--- config.mk ---
export PLATFORM = sky130hd
export DESIGN_NAME = wave_line_seq
export DESIGN_NICKNAME = d
export VERILOG_FILES = /design/src/rtl/wls_pkg.sv /design/src/rtl/wls_hdr_dec.sv /design/src/rtl/wls_tick_gen.sv /design/src/rtl/wave_line_seq.sv
export SDC_FILE = /design/constraint.sdc
export NUM_CORES = 1
export LEC_CHECK = 0
export BUFFER_PORTS_ARGS = -buffer_cell sky130_fd_sc_hd__buf_2
export CORE_AREA = 2 2 156 158
export CTS_CLUSTER_SIZE = 14
export DETAILED_ROUTE_END_ITERATION = 7
export DIE_AREA = 0 0 158 160
export PLACE_DENSITY = 0.49
export SLEW_MARGIN = 20
export SYNTH_ARGS = -nofsm -noshare
export SYNTH_HDL_FRONTEND = slang
export SYNTH_HIERARCHICAL = 1
export SYNTH_SLANG_ARGS = --single-unit
--- constraint.sdc ---
create_clock -name clk_i -period 6.1 [get_ports clk_i]
set_input_delay 0 -clock clk_i [delete_from_list [all_inputs] [get_ports clk_i]]
set_output_delay 0 -clock clk_i [all_outputs]
set_load 0.1 [all_outputs]
--- src/rtl/wls_pkg.sv ---
package wls_pkg;
  localparam int WORD_W  = 16;
  localparam int LEN_W   = 4;
  localparam int SHIFT_W = 4;

  typedef enum logic [1:0] {LT_POLY = 2'd0, LT_OSC = 2'd1, LT_RSV2 = 2'd2, LT_RSV3 = 2'd3} line_type_e;

  // packed MSB first so a 16-bit header word casts directly
  typedef struct packed {
    logic               wait_trig;  // 15
    logic               clear;      // 14
    logic               jump;       // 13
    logic [SHIFT_W-1:0] shift;      // 12:9
    logic               aux;        // 8
    logic               silence;    // 7
    logic               mark;       // 6
    line_type_e         ltype;      // 5:4
    logic [LEN_W-1:0]   len;        // 3:0
  } hdr_t;

  typedef enum logic [3:0] {
    S_JMP, S_TAB, S_PTR, S_ADDR, S_HDR, S_DUR, S_DATA, S_HOLD, S_WAIT
  } seq_state_e;
endpackage

--- src/rtl/wls_hdr_dec.sv ---
module wls_hdr_dec
  import wls_pkg::*;
(
  input  logic [WORD_W-1:0] word_i,
  output hdr_t              hdr_o,
  output logic [LEN_W-1:0]  ndata_o
);
  always_comb begin
    hdr_o   = hdr_t'(word_i);
    ndata_o = (hdr_o.len == '0) ? '0 : hdr_o.len - LEN_W'(1);
  end
endmodule

--- src/rtl/wls_tick_gen.sv ---
module wls_tick_gen #(
  parameter int SHIFT_W = 4,
  parameter int DUR_W   = 16,
  localparam int PW     = (1 << SHIFT_W) - 1
) (
  input  logic               clk_i,
  input  logic               rst_ni,
  input  logic               start_i,
  input  logic [SHIFT_W-1:0] shift_i,
  input  logic [DUR_W-1:0]   dur_i,
  output logic               tick_o,
  output logic               done_o,
  output logic               active_o
);
  logic [PW-1:0]    presc_q, limit_q;
  logic [DUR_W-1:0] rem_q;
  logic             active_q;

  assign tick_o   = active_q && (presc_q == limit_q);
  assign done_o   = tick_o && (rem_q == DUR_W'(1));
  assign active_o = active_q;

  always_ff @(posedge clk_i or negedge rst_ni) begin
    if (!rst_ni) begin
      presc_q  <= '0;
      limit_q  <= '0;
      rem_q    <= '0;
      active_q <= 1'b0;
    end else if (start_i) begin
      active_q <= 1'b1;
      presc_q  <= '0;
      limit_q  <= ~({PW{1'b1}} << shift_i);
      rem_q    <= (dur_i == '0) ? DUR_W'(1) : dur_i;  // zero counts as one tick
    end else if (active_q) begin
      if (tick_o) begin
        presc_q <= '0;
        rem_q   <= rem_q - DUR_W'(1);
        if (rem_q == DUR_W'(1)) active_q <= 1'b0;
      end else begin
        presc_q <= presc_q + PW'(1);
      end
    end
  end

  p_rem_live_r3: assert property (@(posedge clk_i) disable iff (!rst_ni)
    active_q |-> rem_q != '0);
  p_start_idle_r3: assert property (@(posedge clk_i) disable iff (!rst_ni)
    start_i |-> !active_q);
endmodule

--- src/rtl/wave_line_seq.sv ---
module wave_line_seq
  import wls_pkg::*;
#(
  parameter int AW         = 12,
  parameter int NUM_FRAMES = 8,
  localparam int FW        = (NUM_FRAMES > 1) ? $clog2(NUM_FRAMES) : 1
) (
  input  logic              clk_i,
  input  logic              rst_ni,
  output logic [AW-1:0]     mem_addr_o,
  input  logic [WORD_W-1:0] mem_data_i,
  input  logic [FW-1:0]     frame_sel_i,
  input  logic              trigger_i,
  output logic              coef_valid_o,
  output logic [LEN_W-1:0]  coef_idx_o,
  output logic [WORD_W-1:0] coef_data_o,
  output logic              clear_o,
  output logic              silence_o,
  output logic              aux_o,
  output logic [1:0]        line_type_o,
  output logic              mark_o,
  output logic              tick_o,
  output logic              line_active_o,
  output logic              waiting_o
);
  seq_state_e        state_q;
  logic [AW-1:0]     addr_q, next_q;
  hdr_t              hdr_q, hdr_w;
  logic [LEN_W-1:0]  ndata_q, ndata_w, widx_q;
  logic [WORD_W-1:0] dur_q, hold_dur;
  logic              hold_start, tk_done, advance;

  wls_hdr_dec u_dec (
    .word_i (mem_data_i),
    .hdr_o  (hdr_w),
    .ndata_o(ndata_w)
  );

  assign hold_start = (state_q == S_DUR  && ndata_q == '0) ||
                      (state_q == S_DATA && widx_q == ndata_q - LEN_W'(1));
  assign hold_dur   = (state_q == S_DUR) ? mem_data_i : dur_q;

  wls_tick_gen #(.SHIFT_W(SHIFT_W), .DUR_W(WORD_W)) u_tick (
    .clk_i   (clk_i),
    .rst_ni  (rst_ni),
    .start_i (hold_start),
    .shift_i (hdr_q.shift),
    .dur_i   (hold_dur),
    .tick_o  (tick_o),
    .done_o  (tk_done),
    .active_o(line_active_o)
  );

  assign advance = (state_q == S_HOLD && tk_done && !hdr_q.wait_trig) ||
                   (state_q == S_WAIT && trigger_i);

  always_ff @(posedge clk_i or negedge rst_ni) begin
    if (!rst_ni) begin
      state_q <= S_JMP;
      addr_q  <= '0;
      next_q  <= '0;
      hdr_q   <= '0;
      ndata_q <= '0;
      widx_q  <= '0;
      dur_q   <= '0;
    end else begin
      unique case (state_q)
        S_JMP: begin
          addr_q  <= AW'(frame_sel_i);
          state_q <= S_TAB;
        end
        S_TAB:  state_q <= S_PTR;
        S_PTR: begin
          addr_q  <= mem_data_i[AW-1:0];
          state_q <= S_ADDR;
        end
        S_ADDR: begin
          addr_q  <= addr_q + AW'(1);
          state_q <= S_HDR;
        end
        S_HDR: begin
          hdr_q   <= hdr_w;
          ndata_q <= ndata_w;
          next_q  <= addr_q + AW'(ndata_w) + AW'(1);
          addr_q  <= addr_q + AW'(1);
          state_q <= S_DUR;
        end
        S_DUR: begin
          dur_q   <= mem_data_i;
          widx_q  <= '0;
          addr_q  <= addr_q + AW'(1);
          state_q <= (ndata_q == '0) ? S_HOLD : S_DATA;
        end
        S_DATA: begin
          addr_q <= addr_q + AW'(1);
          if (hold_start) state_q <= S_HOLD;
          else            widx_q  <= widx_q + LEN_W'(1);
        end
        S_HOLD: if (tk_done && hdr_q.wait_trig) state_q <= S_WAIT;
        S_WAIT: ;
        default: state_q <= S_JMP;
      endcase
      if (advance) begin
        if (hdr_q.jump) state_q <= S_JMP;
        else begin
          addr_q  <= next_q;
          state_q <= S_ADDR;
        end
      end
    end
  end

  assign mem_addr_o   = addr_q;
  assign coef_valid_o = (state_q == S_DATA);
  assign coef_idx_o   = widx_q;
  assign coef_data_o  = mem_data_i;
  assign clear_o      = (state_q == S_DUR) && hdr_q.clear;
  assign mark_o       = hold_start && hdr_q.mark;
  assign silence_o    = hdr_q.silence;
  assign aux_o        = hdr_q.aux;
  assign line_type_o  = hdr_q.ltype;
  assign waiting_o    = (state_q == S_WAIT);

  p_tick_in_hold_r3: assert property (@(posedge clk_i) disable iff (!rst_ni)
    tick_o |-> state_q == S_HOLD);
  p_coef_idx_r2: assert property (@(posedge clk_i) disable iff (!rst_ni)
    coef_valid_o |-> coef_idx_o < hdr_q.len);
  p_wait_holds_r7: assert property (@(posedge clk_i) disable iff (!rst_ni)
    (waiting_o && !trigger_i) |=> (waiting_o && $stable(mem_addr_o) && !tick_o));
  p_clear_no_coef_r6: assert property (@(posedge clk_i) disable iff (!rst_ni)
    clear_o |-> !coef_valid_o);
  p_clear_single_r6: assert property (@(posedge clk_i) disable iff (!rst_ni)
    clear_o |=> !clear_o);
  p_silence_steady_r5: assert property (@(posedge clk_i) disable iff (!rst_ni)
    (state_q == S_HOLD && $past(state_q == S_HOLD)) |-> $stable(silence_o));
endmodule

==> results of run 1 <==
==> what timing repair did <==
action                     CTS  global route
hold buffers                14             0
hold endpoints to repair    75             0
setup endpoints to repair    0             0
==> worst reg2reg max path: stages (launching register included) <==
cell      delay (ns)
dfrtp_1         0.80
nand2b_2        0.25
nor2_2          0.15
buf_4           0.28
a32o_2          0.59
buf_4           0.38
o21ai_0         0.17
or4_1           0.58
nor2_1          0.16
xnor2_1         0.12
nor2_1          0.05
==> worst paths after layout <==
path                                       to          start  depth (start not counted)  slack, ns
max reg2reg                u_tick/presc_q[13]     state_q[2]                         10       2.44
min in group asynchronous           next_q[7]         rst_ni                          2       0.26
max                        u_tick/presc_q[13]     state_q[2]                         10       2.44
min reg2reg                         hdr_q[14]      hdr_q[14]                          2       0.47
max in group asynchronous   u_tick/limit_q[0]         rst_ni                          3       4.64
min                             mem_addr_o[3]  mem_data_i[3]                          3       0.08
==> layout by cell type (no fill, tap or decap), types with 4 or more instances in the layout <==
| cell type | instances |
|---|---|
| a21o_1 | 4 |
| a21oi_1 | 17 |
| a222oi_1 | 7 |
| a22oi_1 | 4 |
| a31oi_1 | 17 |
| and2_1 | 6 |
| buf_2 | 62 |
| buf_4 | 8 |
| clkbuf_16 | 9 |
| dfrtp_1 | 111 |
| dlygate4sd3_1 | 14 |
| ha_1 | 11 |
| inv_1 | 25 |
| mux2_2 | 18 |
| nand2_1 | 105 |
| nand3_1 | 19 |
| nand4_1 | 17 |
| nor2_1 | 54 |
| nor3_1 | 15 |
| nor4_1 | 10 |
| o211ai_1 | 6 |
| o21ai_0 | 46 |
| o221a_2 | 4 |
| o31ai_1 | 5 |
| or3_1 | 7 |
| or4_1 | 4 |
| xnor2_1 | 33 |
| xor2_1 | 16 |
==> power groups by stage <==
stage | Combinational [µW] | Sequential [µW] | Clock (µW)
floorplan | 698 | 1350 | 0
global placement | 1140 | 1150 | 0
detailed placement | 1150 | 1140 | 0
CTS | 1160 | 1130 | 586
global route | 1250 | 1160 | 616
finish | 1150 | 1130 | 564
==> sequential cells by signal (all words and copies together), names as in the netlist <==
signal           cells
silence_o            1
state_q              4
next_q              12
u_tick/presc_q      15
line_type_o          2
dur_q               16
hdr_q                8
mem_addr_o          12
coef_idx_o           4
ndata_q              4
u_tick/limit_q      15
aux_o                1
u_tick/rem_q        16
u_tick/active_o      1
==> per-stage QoR <==
step	hold WS [ns]	instances	instance area, µm²	total power, µW
finish	0.07578	1059	7249	2844
floorplan	-0.2956	703	6497	2052
CTS	0.07457	1059	7249	2873
global placement	0.1320	1029	6835	2289
global route	0.08689	1059	7249	3034
detailed placement	0.1404	1029	6835	2288
==> final cells by class <==
type / instances / area (µm²)
fill: 2554 / 16570
multi-input combinational: 499 / 3188
sequential: 111 / 2778
timing repair buffer: 84 / 510.5
tap: 324 / 405.4
clock buffer: 9 / 225.2
inverter: 25 / 93.84
clock inverter: 7 / 48.80
==> metal layers <==
layer	GRT usage (%)	routed length (µm)	part of all wire [%]	up-vias
met5	0	0	0	-
met4	3.481	209	1.2	0
met3	2.334	564	3.3	14
met2	22.25	8120	47	81
met1	19.35	8257	48	2521
li1	-	-	-	2504
==> metrics.txt, run 1 <==
Sw Share=46.08%; Highest Clock Rate=273.5 MHz; Leakage=0.003050 µW; hpwl dp=12.22 mm; initial antenna violation count=0; Starting DRT DRC Count=425; Syn Nets=737; Boundary Pins=64; CP max stage cell=dfrtp_1; worst hold path type=in -> reg; critical path cell sequence=nand2b_2 -> nor2_2 -> buf_4 -> a32o_2 -> buf_4 -> o21ai_0 -> or4_1 -> nor2_1 -> xnor2_1 -> nor2_1; Worst path max stage delay=0.80 ns; Max IR drop VDD=~260 µV; routability cong.=0.7831; maxcap violations=0; remaining antenna violation count=0; actual slew at the worst max-slew pin=0.8950 ns; area delta synth->final=11.57%; Final Hold Viols=0; clk_lat worst skew=0.36 ns; Max Buffers Root-to-Sink=2; unrepaired setup endpoints after global routing=no; data required time of the worst path=6.31 ns; Global Route Usage Sum=13.85%; CTS tree=yes; Worst Setup Path Type=reg -> reg; Cell Rows=57; Worst setup EP type=register; switching pwr=roughly 1300 µW; wire per inst=16.20 µm; Die Span Y=160 µm; routed wire length=17.15 mm; Rel. slew slack=between 30% and 40%; CP top delay family=simple AND/OR/NAND/NOR gates; Clk pwr share=around 20%; Logic pwr share=40.4%; Seq pwr share=39.8%; DIE AREA=between 20000 and 30000 µm²; post-layout util=between 30% and 40%; clock net sink count=111; PwrDens=392.3 nW/µm²; min Tclk post-route=3.656 ns; status=finished, final reports clean; first-pass GRT wire length=about 27 mm; largest net degree at the start of global routing=60; total iterations of the first detailed-routing run=5; kind of start point of the critical path=register; CTS resizes=0; Internal=1533 µW; port buffer count=63; Cell Area, Synth=6497 µm²; fin crit share=59.93%; Final setup viols=0; CTS Root Cell=clkbuf_16; Vias/cell=4.835; Starting Density=27.28%; Clock Skews=0.01199 ns; nets@finish=764; H-tree Lvls=3; post-CTS setup buffer count=0; Place WS=approximately 2.4 ns; TNS Setup=0 ns; Residual DRC=0; Setup WS post-layout=2.444 ns; Pins Over Slew Limit=0; via count=around 5100; mean area per synthesized cell=approximately 9.2 µm²; vias in the first global route=a little under 5000; CTS buffer count=9; Mapped Cells=around 700; GRT Residual Overflow=0; Bufs and invs on worst path=2; CP arrival=3.87 ns; clock-pin slew on the worst setup and hold paths=0.08 ns; Antenna diodes=0; layout cell share with drive strength beyond 1=between 15 and 20%; Critical Path Fanout Max=27; core area=around 24000 µm²; Die Wd=158 µm; Synth warnings=6
No activity file was read; power rests on OpenSTA's default activity.
==> run 2, diff against run 1 <==
Settings changed: ABC_AREA set to 1, CORE_AREA 2 2 156 158 to 2 2 159 161, DIE_AREA 0 0 158 160 to 0 0 161 163, PLACE_DENSITY 0.49 to 0.51.
Clock period 6.1 ns to 3.24 ns, I/O delays scaled along.
==> metrics.txt, run 2 <==
Final Non-Filler Cells=1352 (+28%); CP arrival=2.83 ns (-1.04 ns); remaining antenna violation count=0 (unchanged); Pins Over Slew Limit=0 (unchanged); DIE AREA=26240 µm² (+3.8%); Leakage=0.003986 µW (+31%); Tot Pwr=8012 µW (+180%); unrepaired setup endpoints after global routing=no; CTS buffer count=9 (unchanged); M2 GR Usage=24.50% (+2.2 points); Residual DRC=0 (unchanged); Logic pwr share=54.5% (+14 points); Synth warnings=6 (unchanged); CP max stage cell=dfrtp_1; actual slew at the worst max-slew pin=1.018 ns (+0.1231 ns); clock-pin slew on the worst setup and hold paths=0.08 ns (about the same); Final Hold Viols=0 (unchanged); met1 Use GR=19.72% (+0.37 points); switching pwr=4242 µW (+220%); Bufs and invs on worst path=4 (+2); worst hold path type=in -> reg; PwrDens=1042 nW/µm² (+170%); total iterations of the first detailed-routing run=4 (-1); Starting DRT DRC Count=363 (-15%); biggest regs=dur_q: 16 flops, u_tick/rem_q: 16 flops; Min Hold Slack=0.04250 ns (-0.03328 ns); clock net sink count=111 (unchanged); reg2reg path depth=12 (+2); Final Cell Area=7691 µm² (+6.1%); busiest grt layer=met2; Clock Skews=0.01098 ns (-0.001006 ns); min Tclk post-route=2.611 ns (-1.044 ns); Sw Share=52.94% (+6.9 points); nets@finish=1051 (+38%); initial antenna violation count=0 (unchanged); routability cong.=0.8384 (+7.1%); core area=24670 µm² (+3.6%); Vias/cell=4.469 (-7.6%); Cell Area, Synth=6782 µm² (+4.4%); Seq pwr share=31.2% (-8.6 points); placed cells=1322 (+28%); Die Wd=161 µm (+1.9%); CP top delay family=buffers and inverters; hpwl dp=13.63 mm (+12%); mean area per synthesized cell=6.963 µm² (-25%); critical path cell sequence=inv_1 -> ha_1 -> nand2_1 -> nand2_1 -> nor2_1 -> nand4_1 -> o21ai_2 -> buf_4 -> clkinv_1 -> buf_4 -> nor2_1 -> a22oi_1; Mapped Cells=974 (+39%); Antenna diodes=0 (unchanged); CTS Root Cell=clkbuf_16; Rel. slew slack=32.05% (-7.7 points); maxcap violations=0 (unchanged); Starting Density=27.48% (+0.21 points); fin crit share=80.60% (+21 points); first-pass GRT wire length=30.30 mm (+11%); Max IR drop VDD=721.7 µV (+180%); Syn Nets=1008 (+37%); area delta synth->final=13.41%; Global Route Usage Sum=14.60% (+0.75 points); Die Span Y=163 µm (+1.9%); TNS Setup=0 ns (unchanged); Internal=3770 µW (+150%); layout cell share with drive strength beyond 1=10.96% (-6.5 points); Worst setup EP type=register; Clk pwr share=14.4% (-5.4 points); Cell Rows=58 (+1.8%); Worst path max stage delay=0.40 ns (-0.40 ns); data required time of the worst path=3.46 ns (-2.85 ns); H-tree Lvls=3 (unchanged); Critical Path Fanout Max=43 (+59%); via count=6042 (+18%); met3 Usage GRT=2.445% (+0.11 points); total stage count of the critical path=12 (+2); kind of start point of the critical path=register; Final setup viols=0 (unchanged); port buffer count=63 (unchanged); post-CTS setup buffer count=0 (unchanged); wire per inst=13.75 µm (-15%); Cell Area, Placed=7252 µm² (+6.1%); GRT Residual Overflow=0 (unchanged); clk_lat worst skew=0.37 ns (about the same); CTS tree=yes; Boundary Pins=64 (unchanged); Hold Path Depth=4 (+1); Worst Setup Path Type=reg -> reg; largest net degree at the start of global routing=71 (+18%); status=finished, final reports clean; routed wire length=18.59 mm (+8.4%); vias in the first global route=5777 (+16%); most common cell after layout, fill and taps aside=nand2_1; Max Buffers Root-to-Sink=2 (unchanged); commonest cells after routing, fill and taps aside=355 x nand2_1, 111 x dfrtp_1, 107 x inv_1; Highest Clock Rate=382.9 MHz (+40%)
## run 2: power groups by stage
stage	logic (µW)	clock network (µW)	registers [µW]
final	4370	1150	2500
after global routing	4910	1240	2580
after CTS	4410	1190	2490
after detailed placement	4380	0	2510
after global placement	4370	0	2510
after floorplan	2830	0	3090
## run 2: path summary, 6_finish.rpt
kind / start / endpoint / slack (ns)
setup / recovery: ndata_q[0] / u_tick/limit_q[3] / 0.63
hold / removal: mem_data_i[0] / ndata_q[0] / 0.04
setup reg to reg: ndata_q[0] / u_tick/limit_q[3] / 0.63
hold reg to reg: line_type_o[1] / line_type_o[1] / 0.47
max in group asynchronous: rst_ni / dur_q[8] / 2.17
min in group asynchronous: rst_ni / u_tick/presc_q[13] / 0.32
## run 2: metrics by stage
stage          utilization [%]  setup slack (ns)
4_1_cts                  31.17            0.5887
2_1_floorplan                -            0.5782
5_1_grt                  31.17            0.3313
3_3_place_gp             29.39            0.5727
3_5_place_dp             29.39            0.6116
6_report                 31.17            0.6286
## run 2: what timing repair did
action | CTS | global route
hold endpoints to repair | 91 | 0
hold buffers | 14 | 0
resized for setup | 0 | 0
## run 2: cell type report
class,count,area (µm²)
clock inverters,6,60.06
clock buffers,10,239.0
flip-flops and latches,111,2778
well taps,330,412.9
fillers,2725,16980
multi-input cells,696,3251
inverters,116,435.4
repair buffers,83,515.5
## run 2: worst register-to-register path: cells and delay by family (launching register included)
family                     cells  cell delay [ns]
buffers and inverters          4             0.75
DFF                            1             0.40
adders and majority gates      1             0.27
AOI/OAI and AO/OA              2             0.35
and+or+nand+nor                5             0.69
## run 2: layer usage
| layer | part of all wire, % | vias to the layer above |
|---|---|---|
| met4 | 1.0 | 0 |
| met1 | 49 | 2798 |
| met3 | 3.4 | 12 |
| li1 | - | 3125 |
| met5 | 0 | - |
| met2 | 47 | 107 |
